### src/rtl/srot_pkg.sv
package srot_pkg;

  typedef enum logic [2:0] {
    OP_ROL = 3'd0,
    OP_ROR = 3'd1,
    OP_RCL = 3'd2,
    OP_RCR = 3'd3,
    OP_SHL = 3'd4,
    OP_SHR = 3'd5,
    OP_SAL = 3'd6,
    OP_SAR = 3'd7
  } srot_op_e;

  // Shifts define sign/zero/parity; rotates do not.
  function automatic logic srot_is_shift(input srot_op_e op);
    return op inside {OP_SHL, OP_SHR, OP_SAL, OP_SAR};
  endfunction

  // Amount that a request asks for: fixed one or the count register.
  function automatic logic [7:0] srot_amount(input logic use_cnt, input logic [7:0] cnt);
    return use_cnt ? cnt : 8'd1;
  endfunction

endpackage

### src/rtl/srot_step.sv
module srot_step
  import srot_pkg::*;
#(
  parameter int DW = 16
) (
  input  logic [DW-1:0] val,
  input  logic          cin,
  input  srot_op_e      op,
  input  logic          wide,
  output logic [DW-1:0] nval,
  output logic          cout,
  output logic          msb_in,
  output logic          msb_out
);
  localparam int HW = DW / 2;
  localparam int UW = DW - HW;
  localparam logic [DW-1:0] TOP_W  = {1'b1, {(DW-1){1'b0}}};
  localparam logic [DW-1:0] TOP_B  = {{UW{1'b0}}, 1'b1, {(HW-1){1'b0}}};
  localparam logic [DW-1:0] MASK_B = {{UW{1'b0}}, {HW{1'b1}}};

  logic [DW-1:0] lane_mask;
  logic [DW-1:0] top_bit;
  logic [DW-1:0] left_v;
  logic [DW-1:0] right_v;
  logic [DW-1:0] raw;
  logic          lsb;

  assign lane_mask = wide ? {DW{1'b1}} : MASK_B;
  assign top_bit   = wide ? TOP_W : TOP_B;
  assign msb_in    = wide ? val[DW-1] : val[HW-1];
  assign lsb       = val[0];
  assign left_v    = val << 1;
  assign right_v   = val >> 1;

  always_comb begin
    raw  = left_v;
    cout = msb_in;
    case (op)
      OP_ROL: begin
        raw  = left_v | {{(DW-1){1'b0}}, msb_in};
        cout = msb_in;
      end
      OP_ROR: begin
        raw  = right_v | (lsb ? top_bit : '0);
        cout = lsb;
      end
      OP_RCL: begin
        raw  = left_v | {{(DW-1){1'b0}}, cin};
        cout = msb_in;
      end
      OP_RCR: begin
        raw  = right_v | (cin ? top_bit : '0);
        cout = lsb;
      end
      OP_SHL, OP_SAL: begin
        raw  = left_v;
        cout = msb_in;
      end
      OP_SHR: begin
        raw  = right_v;
        cout = lsb;
      end
      OP_SAR: begin
        raw  = right_v | (msb_in ? top_bit : '0);
        cout = lsb;
      end
      default: begin
        raw  = left_v;
        cout = msb_in;
      end
    endcase
  end

  assign nval    = raw & lane_mask;
  assign msb_out = wide ? nval[DW-1] : nval[HW-1];

endmodule

### src/rtl/srot_seq.sv
module srot_seq #(
  parameter int CNT_W = 8
) (
  input  logic             clk,
  input  logic             rst_n,
  input  logic             start,
  input  logic [CNT_W-1:0] cnt,
  output logic             accept,
  output logic             zero_cnt,
  output logic             single,
  output logic             fin,
  output logic             busy,
  output logic             done
);
  logic             busy_q;
  logic             done_q;
  logic [CNT_W-1:0] rem_q;
  logic             short_req;
  logic             last_step;

  assign accept    = start && !busy_q;
  assign short_req = (cnt <= CNT_W'(1));
  assign zero_cnt  = accept && (cnt == '0);
  assign single    = accept && (cnt == CNT_W'(1));
  assign last_step = busy_q && (rem_q == CNT_W'(1));
  assign fin       = (accept && short_req) || last_step;
  assign busy      = busy_q;
  assign done      = done_q;

  always_ff @(posedge clk or negedge rst_n) begin
    if (!rst_n) begin
      busy_q <= 1'b0;
      done_q <= 1'b0;
      rem_q  <= '0;
    end else begin
      done_q <= fin;
      if (accept && !short_req) begin
        busy_q <= 1'b1;
        rem_q  <= cnt - CNT_W'(1);
      end else if (busy_q) begin
        rem_q <= rem_q - CNT_W'(1);
        if (last_step) busy_q <= 1'b0;
      end
    end
  end

  AST_SHORT_DONE_NEXT: assert property (@(posedge clk) disable iff (!rst_n)
    accept && short_req |=> done && !busy);
  AST_LONG_GOES_BUSY: assert property (@(posedge clk) disable iff (!rst_n)
    accept && !short_req |=> busy && !done);
  AST_DONE_NOT_BUSY: assert property (@(posedge clk) disable iff (!rst_n)
    done |-> !busy);
  AST_BUSY_IGNORES_START: assert property (@(posedge clk) disable iff (!rst_n)
    busy && start && !last_step |=> busy && (rem_q == $past(rem_q) - CNT_W'(1)));

endmodule

### src/rtl/srot_flags.sv
module srot_flags #(
  parameter int DW = 16
) (
  input  logic          clk,
  input  logic          rst_n,
  input  logic          fin,
  input  logic          zero_cnt,
  input  logic          single,
  input  logic          shift_op,
  input  logic          msb_old,
  input  logic          msb_new,
  input  logic [DW-1:0] res,
  output logic          overflow,
  output logic          sign,
  output logic          zero,
  output logic          parity
);
  localparam int HW = DW / 2;

  logic ov_q, sg_q, zr_q, pa_q;
  logic even_ones;
  logic upd;

  function automatic logic even_parity(input logic [HW-1:0] b);
    logic acc;
    acc = 1'b1;
    for (int i = 0; i < HW; i++) acc = acc ^ b[i];
    return acc;
  endfunction

  assign even_ones = even_parity(res[HW-1:0]);
  assign upd       = fin && !zero_cnt;

  always_ff @(posedge clk or negedge rst_n) begin
    if (!rst_n) begin
      ov_q <= 1'b0;
      sg_q <= 1'b0;
      zr_q <= 1'b0;
      pa_q <= 1'b0;
    end else if (upd) begin
      ov_q <= single ? (msb_new ^ msb_old) : 1'b0;
      if (shift_op) begin
        sg_q <= msb_new;
        zr_q <= (res == '0);
        pa_q <= even_ones;
      end
    end
  end

  assign overflow = ov_q;
  assign sign     = sg_q;
  assign zero     = zr_q;
  assign parity   = pa_q;

  AST_ROTATE_KEEPS_SZP: assert property (@(posedge clk) disable iff (!rst_n)
    fin && !shift_op |=> $stable({sign, zero, parity}));
  AST_MULTI_CLEARS_OV: assert property (@(posedge clk) disable iff (!rst_n)
    fin && !single && !zero_cnt |=> !overflow);
  AST_ZERO_COUNT_HOLDS: assert property (@(posedge clk) disable iff (!rst_n)
    fin && zero_cnt |=> $stable({overflow, sign, zero, parity}));

endmodule

### src/rtl/srot_unit.sv
module srot_unit
  import srot_pkg::*;
#(
  parameter int DATA_W = 16,
  parameter int CNT_W  = 8
) (
  input  logic              clk,
  input  logic              rst_n,
  input  logic              start,
  input  logic [2:0]        op,
  input  logic              wide,
  input  logic              use_count,
  input  logic [CNT_W-1:0]  count_val,
  input  logic [DATA_W-1:0] operand,
  input  logic              carry_in,
  output logic              busy,
  output logic              done,
  output logic [DATA_W-1:0] result,
  output logic              carry_out,
  output logic              overflow,
  output logic              sign,
  output logic              zero,
  output logic              parity
);
  localparam int HALF_W = DATA_W / 2;
  localparam int UPPER_W = DATA_W - HALF_W;

  srot_op_e          op_in;
  srot_op_e          op_q;
  logic              wide_q;
  logic [DATA_W-1:0] work_q;
  logic              cy_q;

  logic [CNT_W-1:0]  amount;
  logic [DATA_W-1:0] opnd_m;
  logic              accept, zero_cnt, single, fin;

  logic [DATA_W-1:0] st_val, st_next;
  logic              st_cin, st_cout, st_wide;
  srot_op_e          st_op;
  logic              msb_old, msb_new;

  assign op_in  = srot_op_e'(op);
  assign amount = use_count ? count_val : CNT_W'(1);
  assign opnd_m = wide ? operand : {{UPPER_W{1'b0}}, operand[HALF_W-1:0]};

  srot_seq #(.CNT_W(CNT_W)) u_seq (
    .clk      (clk),
    .rst_n    (rst_n),
    .start    (start),
    .cnt      (amount),
    .accept   (accept),
    .zero_cnt (zero_cnt),
    .single   (single),
    .fin      (fin),
    .busy     (busy),
    .done     (done)
  );

  // The first step works on the incoming operand, later ones on the held value.
  assign st_val  = accept ? opnd_m   : work_q;
  assign st_cin  = accept ? carry_in : cy_q;
  assign st_op   = accept ? op_in    : op_q;
  assign st_wide = accept ? wide     : wide_q;

  srot_step #(.DW(DATA_W)) u_step (
    .val     (st_val),
    .cin     (st_cin),
    .op      (st_op),
    .wide    (st_wide),
    .nval    (st_next),
    .cout    (st_cout),
    .msb_in  (msb_old),
    .msb_out (msb_new)
  );

  always_ff @(posedge clk or negedge rst_n) begin
    if (!rst_n) begin
      work_q <= '0;
      cy_q   <= 1'b0;
      op_q   <= OP_ROL;
      wide_q <= 1'b0;
    end else if (accept) begin
      op_q   <= op_in;
      wide_q <= wide;
      work_q <= zero_cnt ? opnd_m : st_next;
      cy_q   <= zero_cnt ? carry_in : st_cout;
    end else if (busy) begin
      work_q <= st_next;
      cy_q   <= st_cout;
    end
  end

  srot_flags #(.DW(DATA_W)) u_flags (
    .clk      (clk),
    .rst_n    (rst_n),
    .fin      (fin),
    .zero_cnt (zero_cnt),
    .single   (single),
    .shift_op (srot_is_shift(st_op)),
    .msb_old  (msb_old),
    .msb_new  (msb_new),
    .res      (st_next),
    .overflow (overflow),
    .sign     (sign),
    .zero     (zero),
    .parity   (parity)
  );

  assign result    = work_q;
  assign carry_out = cy_q;

  AST_BYTE_UPPER_CLEAR: assert property (@(posedge clk) disable iff (!rst_n)
    done && !wide_q |-> result[DATA_W-1:HALF_W] == '0);
  AST_ZERO_COUNT_PASS: assert property (@(posedge clk) disable iff (!rst_n)
    zero_cnt |=> (result == $past(opnd_m)) && (carry_out == $past(carry_in)));
  AST_IDLE_HOLDS_RESULT: assert property (@(posedge clk) disable iff (!rst_n)
    !busy && !accept |=> $stable({result, carry_out}));

endmodule

### config.mk
export PLATFORM = sky130hd
export DESIGN_NAME = srot_unit
export DESIGN_NICKNAME = d
export VERILOG_FILES = /design/src/rtl/srot_pkg.sv /design/src/rtl/srot_step.sv /design/src/rtl/srot_seq.sv /design/src/rtl/srot_flags.sv /design/src/rtl/srot_unit.sv
export SDC_FILE = /design/constraint.sdc
export NUM_CORES = 1
export LEC_CHECK = 0
export ABC_AREA = 1
export BUFFER_PORTS_ARGS = -buffer_cell sky130_fd_sc_hd__buf_2
export CAP_MARGIN = 20
export CORE_MARGIN = 1
export CORE_UTILIZATION = 38
export CTS_BUF_LIST = sky130_fd_sc_hd__clkbuf_8
export DETAILED_ROUTE_END_ITERATION = 7
export SLEW_MARGIN = 40
export SYNTH_ARGS = -nofsm -noshare
export SYNTH_HDL_FRONTEND = slang
export SYNTH_SLANG_ARGS = --single-unit
### constraint.sdc
create_clock -name clk -period 3.5 [get_ports clk]
set_input_delay 0.7 -clock clk [delete_from_list [all_inputs] [get_ports clk]]
set_output_delay 0.7 -clock clk [all_outputs]
set_load 0.01 [all_outputs]
# Word level (Yosys, flattened, before mapping)
# Index checks and enable logic that the tools add are counted.
# totals
register_bits	35
input_bits	33
# classes
add_sub_neg	2
magnitude_cmp	1
eq_ne	9
n_mux	27
n_bitwise	15
reduce_logical	21
# ops
cell	n
$mux 16	10
$pmux 16 s7	1
$or 15x16->16	3
$or 16x1->16	2
$mux 8	3
$and 16x16->16	1
$eq 8x1->1 const B	2
$logic_not 16->1	1
$sub 8x1->8 const B	2
$eq 3x3->1 const B	4
$mux 1	11
$le 8x1->1 const B	1
$logic_not 8->1	1
$reduce_or 4->1	2
$xor 1x1->1	8
$logic_and 1x1->1	7
$eq 3x2->1 const B	2
$reduce_bool 2->1	2
$reduce_bool 4->1	1
$eq 3x1->1 const B	1
$logic_not 1->1	3
$logic_not 3->1	1
$mux 3	1
$pmux 1 s2	1
4 further kinds	4

# Longest topological paths before layout
# Gate-level depths: netlist (run 1).
# depth
word_depth	16
mapped_depth	21
depth_no_buf	20

# Modules after synthesis
# Synthesis (run 1) repeated with hierarchy kept, for this count alone.
# unflattened
hier_cells	492
area_unflattened_um2	3022.9
# modules_own_cells
module	instances	cells_each	area_per_inst_um2
srot_unit	1	218	1466.4
srot_seq	1	136	852.1
srot_step	1	77	359.1
srot_flags	1	61	345.3

# Worst setup path before layout (run 1)
# No wires, ideal clock.
# synth_path
path_type	input to register
start	in op[0]
end	reg u_flags.pa_q, in the netlist u_flags.parity
setup_time_ns	0.117
arrival_time_ns	2.259
required_ns	3.383
slack_ns	1.124
path_stages	18
path_buffers	2
cell_sequence	nand3b_1 nand2_2 buf_6 buf_6 nand2_1 a21oi_1 o21ai_1 o21ai_1 inv_1 ha_1 nand3_1 nand2_1 nand2_1 nand2_1 inv_1 nand2_1 nand3_1 nand2_1
# synth_between
elab_chain_len	13
elab_cells_between_ends	22
# synth_lines
item	line_no	rtl
start: declaration	srot_unit.sv:10	input logic [2:0] op,
$mux 3 (*)	n/a	
$eq 3x3->1	srot_pkg.sv:16, srot_step.sv:38	
$reduce_or 2->1	srot_step.sv:38	case (op)
$pmux 16 s7	srot_step.sv:38	
$and 16x16->16	srot_step.sv:74	assign nval = raw & lane_mask;
$not 1->1 (no source line)	n/a	
$xor 1x1->1 (7 in a row)	srot_flags.sv:27	for (int i = 0; i < HW; i++) acc = acc ^ b[i];
end signal: assignment	srot_flags.sv:45	pa_q <= even_ones;
end: declaration	srot_flags.sv:20	logic ov_q, sg_q, zr_q, pa_q;
# Every way passes the cells marked *; elsewhere a longest branch is shown, timed or not.
# A chain may end at the register's enable or synchronous reset.

# Worst setup path in the final report (run 1)
# layout_path
start	in start
end	reg u_flags.pa_q, in the netlist u_flags.parity
# layout_between
elab_chain_len	15
elab_cells_between_ends	41
# layout_lines
item	line_no	rtl
start: declaration	srot_unit.sv:9	input logic start,
$logic_and 1x1->1 (*)	srot_seq.sv:21	assign accept = start && !busy_q;
$mux 1 (*)	n/a	
via st_wide	srot_unit.sv:39	logic st_cin, st_cout, st_wide;
$mux 1	srot_step.sv:30	assign msb_in = wide ? val[DW-1] : val[HW-1];
$mux 16	srot_step.sv:64	raw = right_v | (msb_in ? top_bit : '0);
$or 15x16->16	srot_step.sv:64	
$pmux 16 s7 (*)	srot_step.sv:38	
$and 16x16->16 (*)	srot_step.sv:74	
$not 1->1 (no source line)	n/a	
$xor 1x1->1 (6 in a row)	srot_flags.sv:27	
$xor 1x1->1 (*)	srot_flags.sv:27	
# The timed path passes the listed nets; every way through them passes the cells marked *.

==> summary.txt, run 1 <==
Final layout
  – Share of layout cells above drive strength 1: roughly a fifth
  – Count of inserted antenna diode cells: 0
  – Signed area change from the synthesized netlist to the final layout: 14.3%
  – Final net count: approximately 500

Synthesis
  – Synthesized flop and latch total: 35
  – Portion of the post-synthesis area used by sequential elements: 31.3%
  – Synth Area in XOR/XNOR: about 2.5%
  – Count of unique library cells instantiated by Yosys: 33
  – Total nets after synthesis: about 460
  – Share of the synthesized area in the top cell type: a little under a third
  – Combinational family with the most area after synthesis: simple AND/OR/NAND/NOR gates
  – Top area cells in the synthesized netlist: sky130_fd_sc_hd__dfrtp_1, sky130_fd_sc_hd__nand2_1, sky130_fd_sc_hd__o21ai_0, sky130_fd_sc_hd__inv_1, sky130_fd_sc_hd__nand3_1
  – Post-Syn Area per Cell: between 6 and 7 sq um
  – Largest area contributor in the synthesized netlist: sky130_fd_sc_hd__dfrtp_1
  – Area fraction in compound gates after synthesis: 16.7%
  – Adder-cell share of the synthesized area: roughly 2.2%
  – Synthesis Warnings: 0
  – Synthesized-area fraction occupied by and/or/nand/nor cells: between 30 and 40%
  – Number of standard cells after synthesis: approximately 430
  – Post-synthesis instance area: ~2800 sq um
  – Fraction of synthesized area in multiplexers: 0%

Global routing
  – Maximum number of pins on one net before global-route repair: 36
  – Wire length of the first global-routing pass: ~13 mm
  – GRT Util Overall: between 20% and 30%
  – GRT overflow: 0
  – Number of global-route vias before repair: 2597
  – Number of antenna violations at the first check in global routing: 0

Power
  – P_leak: roughly 0.0017 uW
  – Pwr per Cell Area: roughly 260 nW/um^2
  – Maximum VDD drop: 0.000109 V

Worst hold path
  – Path type of the worst min-delay path: primary input to async pin

Worst setup path
  – Type of destination of the critical path: register
  – Logic depth of the worst register-to-register path: 20
  – CP Data Required Time: about 3.7 ns
  – Kind of start point of the critical path: primary input
  – Capture instance of the worst register-to-register path: u_flags.parity$_DFFE_PN0P_
  – Slowest cell on crit path: sky130_fd_sc_hd__ha_1
  – Crit path kind: primary input to register
  – Data arrival time of the worst path: 2.92 ns
  – Launch instance of the worst register-to-register path: u_seq.busy$_DFF_PN0_
  – Most frequent cell on the critical path: sky130_fd_sc_hd__nand2_1
  – Critical-path cell list: buf_2 > nand2_4 > nand2_4 > nand2_4 > inv_2 > nand2_1 > nand2_1 > o21ai_1 > o21ai_1 > inv_1 > ha_1 > inv_1 > nand2_1 > nand2_1 > nand2_1 > nand2_1 > inv_1 > nand2_1 > nand3_1 > nand2_1
  – Worst reg-to-reg setup slack: 0.78 ns
  – Delay contributed by the slowest stage of the critical path: 0.31 ns
  – Capture point of the worst path: u_flags.parity$_DFFE_PN0P_
  – Crit path max fanout: 22
  – Worst setup path startpoint: start

STA
  – Final setup violating endpoints: 0
  – Fin Hold WS: 0.363 ns
  – Actual transition at the worst max-transition pin: about 0.6 ns
  – RSZ-0062 raised after global routing: no
  – Final critical-path share of the clock period: 77.9%
  – Shortest period the worst path allows: 2.73 ns
  – Worst slew margin relative to its limit: 60.0%
  – Fin Setup TNS: 0 ns
  – Final Slew Violations: 0
  – Highest Clock Rate: roughly 370 MHz
  – Endpoints failing hold: 0
  – Clk_skew: about 0.0031 ns

CTS
  – Later-pin clock latency in the skew report: about 0.29 ns
  – Root buffer selected by CTS: sky130_fd_sc_hd__clkbuf_8
  – Clock-pin slew reported for the worst setup and hold paths after clock tree synthesis: about 0.080 ns
  – Maximum clock insertion buffer count: 2
  – Number of clock sinks: 35
  – Number of buffers inserted by post-CTS setup repair: 0
  – Number of buffers inserted by hold repair at cts: 0
  – Number of buffers inserted during clock tree synthesis: 5
  – Resize count post-CTS: 0
  – Clock tree from TritonCTS: done
  – Number of levels in the clock H-tree: 2

Place
  – Number of buffer cells added on primary ports: 55
  – Final weighted congestion of routability-driven global placement: 0.840
  – DP Wirelength: 5.61 mm

Detailed routing
  – Drt first-iter violations: 122
  – Number of optimization iterations in the first detailed-route pass: 4
  – Mean routed wirelength per cell: about 13 um
  – # DRC: 0
  – Via Count: between 2000 and 3000
  – Routed wire length: 7.55 mm
  – Post-detailed-route count of antenna-violating nets: 0
  – Detailed-route vias per instance: ~5.0

Floorplanning
  – Core Footprint: about 7000 sq um
  – Number of ports placed on the die boundary: 56
  – Floorplan row count: 30
  – Initial core utilization: around 40%
  – Height of the die: 87.8 um
  – Horiz. Die Dim: 87.8 um
  – Die Footprint: a little under 8000 sq um

Run status
  – Status: complete, no violations

Flow run
  – Count of maximum capacitance violations: 0
[cells in the mapped netlist]
library cell and count:
sky130_fd_sc_hd__a21oi_1 16, sky130_fd_sc_hd__a31oi_1 1, sky130_fd_sc_hd__buf_2 6, sky130_fd_sc_hd__buf_6 6, sky130_fd_sc_hd__buf_8 1, sky130_fd_sc_hd__clkbuf_1 4
sky130_fd_sc_hd__dfrtp_1 35, sky130_fd_sc_hd__ha_1 5, sky130_fd_sc_hd__inv_1 42, sky130_fd_sc_hd__inv_2 4, sky130_fd_sc_hd__inv_4 1, sky130_fd_sc_hd__nand2_1 145
sky130_fd_sc_hd__nand2_2 8, sky130_fd_sc_hd__nand2_4 6, sky130_fd_sc_hd__nand3_1 29, sky130_fd_sc_hd__nand3b_1 3, sky130_fd_sc_hd__nand4_1 6, sky130_fd_sc_hd__nor2_1 22
sky130_fd_sc_hd__nor2_2 2, sky130_fd_sc_hd__nor3_1 6, sky130_fd_sc_hd__nor3_2 1, sky130_fd_sc_hd__nor3b_1 1, sky130_fd_sc_hd__nor4_1 1, sky130_fd_sc_hd__o211ai_1 2
sky130_fd_sc_hd__o21ai_0 45, sky130_fd_sc_hd__o21ai_1 8, sky130_fd_sc_hd__o21ai_2 2, sky130_fd_sc_hd__o221ai_1 2, sky130_fd_sc_hd__o22a_1 6, sky130_fd_sc_hd__o22ai_1 1
sky130_fd_sc_hd__o31ai_1 1, sky130_fd_sc_hd__xnor2_1 3, sky130_fd_sc_hd__xor2_1 5
[metal layers]
layer	global-route usage [%]	part of all wire, %
met1	28.7	48
met2	34.3	46
met3	3.49	4.5
met4	6.11	1.6
met5	0	0
[area by class of cell]
| type | count | area, sq um |
|---|---|---|
| Clock inverter | 1 | 3.75 |
| Tap cell | 96 | 120 |
| Inverter | 47 | 179 |
| Fill cell | 753 | 3740 |
| Multi-Input combinational cell | 327 | 1620 |
| Sequential cell | 35 | 876 |
| Clock buffer | 7 | 96.3 |
| Timing Repair Buffer | 59 | 308 |
[sequential cells by signal (all words and copies together), names as in the netlist]
| signal | count |
|---|---|
| u_seq.rem_q | 8 |
| u_flags.sign | 1 |
| result | 16 |
| wide_q | 1 |
| op_q | 3 |
| u_flags.parity | 1 |
| u_flags.overflow | 1 |
| u_seq.done | 1 |
| u_flags.zero | 1 |
| carry_out | 1 |
| u_seq.busy | 1 |
[per-stage QoR]
| step | utilization (%) | power [uW] | cells | worst slack (ns) | instance area [sq um] |
|---|---|---|---|---|---|
| after CTS | 46.1 | 824 | 572 | 0.793 | 3200 |
| after floorplan | - | 449 | 426 | 1.12 | 2800 |
| final | 46.1 | 816 | 572 | 0.772 | 3200 |
| after global placement | 44.6 | 487 | 564 | 0.521 | 3100 |
| after detailed placement | 44.6 | 488 | 564 | 0.510 | 3100 |
| after global routing | 46.1 | 852 | 572 | 0.443 | 3200 |
[critical path: cells and delay by family]
family          cells  cell delay [ns]
buf+inv             5             0.60
simple gates       12             1.09
compound gates      2             0.20
fa+ha+maj           1             0.31
[kinds of logic after synthesis]
kind of cell	Yosys count
compound gates	84
buf+inv	64
simple gates	230
xor+xnor	8
flops	35
fa+ha+maj	5
[placed cells by master (no fill, tap or decap), drive strengths merged]
cell and instances:
nor3 7, nor4 1, nand3 29, xor2 5, nor2 24, a21oi 16
o21ai 55, o211ai 2, inv 48, xnor2 3, o22a 6, nor3b 1
o22ai 1, o31ai 1, nand3b 3, nand2 159, dfrtp 35, clkbuf 7
ha 5, o221ai 2, buf 59, a31oi 1, nand4 6
[power breakdown]
group / total, uW / switching, uW / internal, uW / leakage, uW
combinational: 71.1 / 45.2 / 25.9 / 0.00122
clock: 337 / 160 / 177 / 0.0000557
sequential: 408 / 1.46 / 407 / 0.000452
total: 816 / 206 / 610 / 0.00172
[worst min-delay path by stage]
stage / startpoint / endpoint / cells past startpoint
after floorplan: rst_n / carry_out$_DFFE_PN0P_ / 0
after global placement: u_flags.sign$_DFFE_PN0P_ / u_flags.sign$_DFFE_PN0P_ / 2
after detailed placement: u_flags.zero$_DFFE_PN0P_ / u_flags.zero$_DFFE_PN0P_ / 2
after CTS: rst_n / op_q[0]$_DFF_PN0_ / 1
after global routing: rst_n / u_seq.rem_q[7]$_DFFE_PN0P_ / 1
final: rst_n / u_seq.rem_q[7]$_DFFE_PN0P_ / 1
(Power assumes the default switching activity.)
==> run 2, diff against run 1 <==
clock period = 2.5 ns   (was 3.5 ns; I/O delays follow)
==> run 2 against run 1 <==
  * Sequential cell count unchanged
  * Clock skew increased by 0.012 ns
  * Die area unchanged
  * Setup slack got worse by 0.50 ns
  * Cell count increased by 2.6%
  * Worst hold slack got worse by 0.26 ns
  * Routed wire length increased by 3.2%
  * Register-to-register slack got worse by 0.51 ns
  * Largest power group unchanged
  * Critical path depth decreased by 2
==> summary.txt, run 2 (synthesis results as in run 1) <==
CTS
  – Number of buffers inserted during clock tree synthesis: 5 (unchanged)
  – Clock tree from TritonCTS: done
  – Number of clock sinks: 35 (unchanged)
  – Number of buffers inserted by post-CTS setup repair: 0 (unchanged)
  – Root buffer selected by CTS: sky130_fd_sc_hd__clkbuf_8
  – Number of levels in the clock H-tree: 2 (unchanged)
  – Later-pin clock latency in the skew report: 0.29 ns (about the same)
  – Maximum clock insertion buffer count: 2 (unchanged)
  – Clock-pin slew reported for the worst setup and hold paths after clock tree synthesis: 0.09 ns (about the same)

Detailed routing
  – Number of optimization iterations in the first detailed-route pass: 4 (unchanged)
  – Routed wire length: 7.79 mm (+3.2%)
  – Via Count: 2964 (+3.6%)
  – Mean routed wirelength per cell: 13.3 um (+0.56%)
  – Detailed-route vias per instance: 5.05 (+0.99%)
  – Drt first-iter violations: 214 (+75%)
  – Post-detailed-route count of antenna-violating nets: 0 (unchanged)
  – # DRC: 0 (unchanged)

Floorplanning
  – Horiz. Die Dim: 87.8 um (unchanged)
  – Number of ports placed on the die boundary: 56 (unchanged)
  – Initial core utilization: 40.3% (unchanged)
  – Die Footprint: 7710 sq um (unchanged)
  – Floorplan row count: 30 (unchanged)
  – Height of the die: 87.8 um (unchanged)
  – Core Footprint: 6940 sq um (unchanged)

Worst hold path
  – Path type of the worst min-delay path: primary input to async pin

STA
  – Clk_skew: 0.0147 ns (+0.0115 ns)
  – Actual transition at the worst max-transition pin: 0.655 ns (+0.0563 ns)
  – Final critical-path share of the clock period: between 80% and 90%
  – Fin Setup TNS: 0 ns (unchanged)
  – RSZ-0062 raised after global routing: no
  – Worst slew margin relative to its limit: 56.3% (-3.8 points)
  – Final Slew Violations: 0 (unchanged)
  – Shortest period the worst path allows: between 2 and 2.5 ns
  – Final setup violating endpoints: 0 (unchanged)
  – Endpoints failing hold: 0 (unchanged)
  – Highest Clock Rate: 449 MHz

Final layout
  – Most common cell after layout, fill and taps aside: sky130_fd_sc_hd__nand2_1
  – Count of inserted antenna diode cells: 0 (unchanged)
  – Commonest cells after routing, fill and taps aside: sky130_fd_sc_hd__nand2_1, sky130_fd_sc_hd__buf_2, sky130_fd_sc_hd__o21ai_0, sky130_fd_sc_hd__inv_1, sky130_fd_sc_hd__dfrtp_1
  – Number of non-filler instances in the completed layout: 587 (+2.6%)
  – Share of layout cells above drive strength 1: 21.8% (+2.9 points)
  – Signed area change from the synthesized netlist to the final layout: 18.6%
  – Multi-input logic area: 1620 sq um (unchanged)
  – Combined flip-flop and latch cell area: 877 sq um (+0.14%)
  – Count of filler cells inserted in the layout: 765 (+1.6%)
  – Final net count: 528 (+2.9%)
  – Flip-flop count of the largest register after layout: 16 (unchanged)

Power
  – Maximum VDD drop: 0.000186 V (+71%)
  – P_leak: 0.00179 uW (+4.1%)
  – Pwr per Cell Area: 328 nW/um^2 (+29%)

Worst setup path
  – Type of destination of the critical path: register
  – Data arrival time of the worst path: 2.41 ns (-0.51 ns)
  – Logic depth of the worst register-to-register path: 18 (-10%)
  – CP Data Required Time: 2.68 ns (-1.01 ns)
  – Worst reg-to-reg setup slack: 0.27 ns (-0.51 ns)
  – Kind of start point of the critical path: register
  – Crit path max fanout: 18 (-18%)
  – Capture instance of the worst register-to-register path: u_flags.parity$_DFFE_PN0P_
  – Launch instance of the worst register-to-register path: u_seq.busy$_DFF_PN0_
  – Crit path kind: register to register

Global routing
  – Number of antenna violations at the first check in global routing: 0 (unchanged)
  – GRT Util Overall: 22.0% (+0.94 points)
  – Maximum number of pins on one net before global-route repair: 24 (-33%)
  – Wire length of the first global-routing pass: 13.1 mm (+4.8%)
  – GRT overflow: 0 (unchanged)
  – Number of global-route vias before repair: 2778 (+7.0%)

Flow run
  – Count of maximum capacitance violations: 0 (unchanged)

Place
  – Final weighted congestion of routability-driven global placement: 0.883 (+5.2%)
  – Cell count after placement: 579 (+2.7%)
  – DP Wirelength: 6.10 mm (+8.8%)
  – Number of buffer cells added on primary ports: 55 (unchanged)

Run status
  – Status: complete, no violations
-- run 2: layer usage --
layer  GRT usage, %  share of wire [%]  vias up
li1               -                  -     1512
met1           29.8                 47     1356
met2           35.8                 46       79
met3           2.92                4.4       17
met4           8.05                2.4        0
met5              0                  0        -
-- run 2: metrics by stage --
stage | instance area [sq um] | utilization [%] | setup slack (ns) | hold WS (ns) | power [uW]
6_report | 3320 | 47.8 | 0.273 | 0.106 | 1090
3_5_place_dp | 3230 | 46.5 | 0.128 | 0.436 | 694
4_1_cts | 3310 | 47.7 | 0.216 | 0.117 | 1110
3_3_place_gp | 3200 | 46.1 | 0.192 | 0.456 | 688
5_1_grt | 3320 | 47.8 | 0.0136 | 0.125 | 1140
2_1_floorplan | 2800 | - | 0.215 | 0.204 | 628
-- run 2: worst max path at each step --
stage	start	endpoint	slack (ns)	depth (start not counted)
after floorplan	u_seq.busy$_DFF_PN0_	u_flags.parity$_DFFE_PN0P_	0.22	20
after global placement	start	u_flags.parity$_DFFE_PN0P_	0.19	21
after detailed placement	start	u_flags.parity$_DFFE_PN0P_	0.13	21
after CTS	u_seq.busy$_DFF_PN0_	u_flags.parity$_DFFE_PN0P_	0.22	18
after global routing	u_seq.busy$_DFF_PN0_	u_flags.parity$_DFFE_PN0P_	0.01	18
final	u_seq.busy$_DFF_PN0_	u_flags.parity$_DFFE_PN0P_	0.27	18
-- run 2: power by group --
part / total [uW] / internal, uW / switching, uW
clock: 407 / 191 / 216
sequential: 572 / 570 / 2.08
combinational: 110 / 44.3 / 65.4
total: 1090 / 805 / 284
-- run 2: critical path, stage by stage (launching register included) --
cell and delay (ns):
sky130_fd_sc_hd__dfrtp_2 0.46, sky130_fd_sc_hd__inv_4 0.08, sky130_fd_sc_hd__buf_6 0.17, sky130_fd_sc_hd__nand3b_1 0.11, sky130_fd_sc_hd__nand2_2 0.11, sky130_fd_sc_hd__nand2_1 0.06
sky130_fd_sc_hd__a21oi_1 0.12, sky130_fd_sc_hd__o21ai_1 0.08, sky130_fd_sc_hd__o21ai_1 0.10, sky130_fd_sc_hd__inv_1 0.06, sky130_fd_sc_hd__ha_1 0.28, sky130_fd_sc_hd__nand3_1 0.11
sky130_fd_sc_hd__nand2_1 0.06, sky130_fd_sc_hd__nand2_1 0.06, sky130_fd_sc_hd__nand2_1 0.07, sky130_fd_sc_hd__inv_1 0.05, sky130_fd_sc_hd__nand2_1 0.04, sky130_fd_sc_hd__nand3_1 0.06
sky130_fd_sc_hd__nand2_1 0.05
-- run 2: final cells by class --
class,instances,area share [%]
multi-input cells,327,48.7
flip-flops and latches,35,26.4
clock buffers,5,2.07
inverters,47,5.39
repair buffers,74,13.3
clock inverters,3,0.452
well taps,96,3.62
-- run 2: what timing repair did --
item | CTS | global route
hold buffers | 0 | 0
endpoints found under the setup margin | 0 | 1
gates resized for setup | 0 | 3
==> run 3, diff against run 2 <==
MAX_ROUTING_LAYER = met4   (was unset)
==> run 3 against run 2 <==
  * Routed wire length is 0.51% lower
  * Highest routed layer unchanged
  * Cell area fell by 0.19%
  * Clock power up 7.1%
  * Maximum frequency rose by 3.3%
  * Total power is 2.2% higher
  * Global-route usage is 0.47 points higher
  * Combinational power decreased by 4%
  * Cell count did not move
  * Setup slack better by 0.071 ns
  * Largest power group unchanged
  * Worst hold slack better by 0.036 ns
  * Utilization shrank 0.090 points
==> summary.txt, run 3 (synthesis results as in run 1) <==
Floorplanning
  – Horiz. Die Dim: 87.8 um (unchanged)
  – Die Footprint: 7710 sq um (unchanged)
  – Number of ports placed on the die boundary: 56 (unchanged)
  – Height of the die: 87.8 um (unchanged)
  – Core Footprint: 6940 sq um (unchanged)
  – Initial core utilization: 40.3% (unchanged)
  – Floorplan row count: 30 (unchanged)

Place
  – Cell count after placement: 580 (+0.17%)
  – Worst setup slack after placement: 0.145 ns (+0.0163 ns)
  – Number of buffer cells added on primary ports: 55 (unchanged)
  – DP Wirelength: 5.88 mm (-3.7%)
  – Final weighted congestion of routability-driven global placement: 0.886 (+0.31%)

CTS
  – Root buffer selected by CTS: sky130_fd_sc_hd__clkbuf_8
  – Later-pin clock latency in the skew report: 0.29 ns (about the same)
  – Clock tree from TritonCTS: done
  – Number of levels in the clock H-tree: 2 (unchanged)
  – Number of buffers inserted during clock tree synthesis: 5 (unchanged)
  – Maximum clock insertion buffer count: 2 (unchanged)
  – Number of buffers inserted by post-CTS setup repair: 0 (unchanged)
  – Number of clock sinks: 35 (unchanged)
  – Clock-pin slew reported for the worst setup and hold paths after clock tree synthesis: 0.08 ns (about the same)

Detailed routing
  – Detailed-route vias per instance: 5.03 (-0.40%)
  – Mean routed wirelength per cell: 13.2 um (-0.51%)
  – Routed wire length: 7.75 mm (-0.51%)
  – Via Count: 2952 (-0.40%)
  – Drt first-iter violations: 174 (-19%)
  – Post-detailed-route count of antenna-violating nets: 0 (unchanged)
  – # DRC: 0 (unchanged)
  – Number of optimization iterations in the first detailed-route pass: 5 (+1)

Global routing
  – Wire length of the first global-routing pass: 13.0 mm (-0.63%)
  – GRT overflow: 0 (unchanged)
  – Maximum number of pins on one net before global-route repair: 36 (+50%)
  – GRT Util Overall: 22.5% (+0.47 points)
  – Number of antenna violations at the first check in global routing: 0 (unchanged)
  – Number of global-route vias before repair: 2773 (-0.18%)

STA
  – Highest Clock Rate: 464 MHz (+3.3%)
  – Worst slew margin relative to its limit: 58.6% (+2.3 points)
  – Endpoints failing hold: 0 (unchanged)
  – Clk_skew: 0.00732 ns (-0.00733 ns)
  – Final critical-path share of the clock period: 86.3% (-2.8 points)
  – Final setup violating endpoints: 0 (unchanged)
  – Shortest period the worst path allows: 2.16 ns (-0.0707 ns)
  – Actual transition at the worst max-transition pin: 0.621 ns (-0.0345 ns)
  – Fin Setup TNS: 0 ns (unchanged)
  – Final Slew Violations: 0 (unchanged)
  – Worst-case setup margin in the final layout: 0.344 ns (+0.0707 ns)
  – RSZ-0062 raised after global routing: no
  – Fin Hold WS: 0.143 ns (+0.0362 ns)

Worst setup path
  – Critical-path cell list: inv_4 > buf_6 > nand3b_1 > nand2_2 > nand2_1 > a21oi_1 > o21ai_1 > o21ai_1 > inv_1 > ha_1 > nand3_1 > nand2_1 > nand2_1 > nand2_1 > inv_1 > nand2_1 > nand3_1 > nand2_1
  – CP Data Required Time: 2.69 ns (about the same)
  – Crit path max fanout: 18 (unchanged)
  – Worst setup path startpoint: u_seq.busy$_DFF_PN0_
  – Type of destination of the critical path: register
  – Crit path kind: register to register
  – Launch instance of the worst register-to-register path: u_seq.busy$_DFF_PN0_
  – Most frequent cell on the critical path: sky130_fd_sc_hd__nand2_1
  – Slowest cell on crit path: sky130_fd_sc_hd__dfrtp_2
  – Kind of start point of the critical path: register
  – Data arrival time of the worst path: 2.35 ns (-0.06 ns)
  – Crit path buffers/inverters: 4 (unchanged)
  – Family with the most delay on the worst path: simple AND/OR/NAND/NOR gates
  – Delay contributed by the slowest stage of the critical path: 0.45 ns (about the same)

Final layout
  – Flip-flop count of the largest register after layout: 16 (unchanged)
  – Signed area change from the synthesized netlist to the final layout: 18.3%
  – Final net count: 529 (+0.19%)
  – Most common cell after layout, fill and taps aside: sky130_fd_sc_hd__nand2_1
  – Share of layout cells above drive strength 1: 21.8% (unchanged)
  – Number of non-filler instances in the completed layout: 587 (unchanged)
  – Commonest cells after routing, fill and taps aside: sky130_fd_sc_hd__nand2_1, sky130_fd_sc_hd__buf_2, sky130_fd_sc_hd__o21ai_0, sky130_fd_sc_hd__inv_1, sky130_fd_sc_hd__dfrtp_1
  – Count of inserted antenna diode cells: 0 (unchanged)

Worst hold path
  – Path type of the worst min-delay path: primary input to async pin

Run status
  – Status: complete, no violations

Power
  – Maximum VDD drop: 0.000207 V (+11%)
  – P_leak: 0.00179 uW (-0.19%)
  – Pwr per Cell Area: 336 nW/um^2 (+2.4%)

Flow run
  – Count of maximum capacitance violations: 0 (unchanged)
run 3: cell count changes in the layout (fill, tap and decap cells not counted):
cell / previous run / this run
sky130_fd_sc_hd__clkbuf_8: 5 / 6
sky130_fd_sc_hd__buf_16: 1 / 0
sky130_fd_sc_hd__buf_4: 17 / 20
sky130_fd_sc_hd__clkinv_2: 3 / 1
sky130_fd_sc_hd__buf_2: 55 / 54
run 3: worst paths after layout:
| kind | depth (start not counted) | to | slack, ns |
|---|---|---|---|
| worst max-delay path | 18 | u_flags.parity$_DFFE_PN0P_ | 0.34 |
| worst min-delay path | 1 | result[2]$_DFFE_PN0P_ | 0.14 |
| worst max register to register | 18 | u_flags.parity$_DFFE_PN0P_ | 0.34 |
| worst min register to register | 2 | u_flags.sign$_DFFE_PN0P_ | 0.47 |
| max in group asynchronous | 1 | u_seq.busy$_DFF_PN0_ | 1.99 |
| min in group clk | 2 | u_flags.sign$_DFFE_PN0P_ | 0.47 |
run 3: metal layers:
layer	share of wire, %	vias up	global-route usage (%)
met5	0	-	-
met4	1.3	0	6.71
met3	4.2	8	3.30
met2	47	102	36.2
met1	48	1333	29.1
li1	-	1509	-
run 3: worst reg2reg max path: stages (launching register included):
cell and delay (ns):
sky130_fd_sc_hd__dfrtp_2 0.45, sky130_fd_sc_hd__inv_4 0.08, sky130_fd_sc_hd__buf_6 0.17, sky130_fd_sc_hd__nand3b_1 0.11, sky130_fd_sc_hd__nand2_2 0.12, sky130_fd_sc_hd__nand2_1 0.06
sky130_fd_sc_hd__a21oi_1 0.10, sky130_fd_sc_hd__o21ai_1 0.07, sky130_fd_sc_hd__o21ai_1 0.10, sky130_fd_sc_hd__inv_1 0.06, sky130_fd_sc_hd__ha_1 0.28, sky130_fd_sc_hd__nand3_1 0.10
sky130_fd_sc_hd__nand2_1 0.06, sky130_fd_sc_hd__nand2_1 0.05, sky130_fd_sc_hd__nand2_1 0.06, sky130_fd_sc_hd__inv_1 0.05, sky130_fd_sc_hd__nand2_1 0.04, sky130_fd_sc_hd__nand3_1 0.05
sky130_fd_sc_hd__nand2_1 0.05
run 3: where the power goes:
part / internal, uW / switching (uW)
clock: 217 / 219
sequential: 570 / 1.87
combinational: 41.4 / 64.1
run 3: area by class of cell:
cell class	count	area, sq um
Fill cell	718	3630
Multi-Input combinational cell	327	1620
Sequential cell	35	877
Timing Repair Buffer	75	432
Inverter	47	179
Tap cell	96	120
Clock buffer	6	82.6
Clock inverter	1	5.00
run 3: stage by stage:
| stage | area, sq um | power, uW | utilization [%] |
|---|---|---|---|
| 5_1_grt | 3310 | 1160 | 47.7 |
| 3_3_place_gp | 3220 | 689 | 46.3 |
| 4_1_cts | 3310 | 1130 | 47.6 |
| 3_5_place_dp | 3220 | 690 | 46.4 |
| 2_1_floorplan | 2800 | 628 | - |
| 6_report | 3310 | 1110 | 47.7 |
run 3: timing repair:
item	4_1_cts	5_1_grt
setup endpoints to repair	0	1
gates resized for setup	0	3
hold buffers	0	0
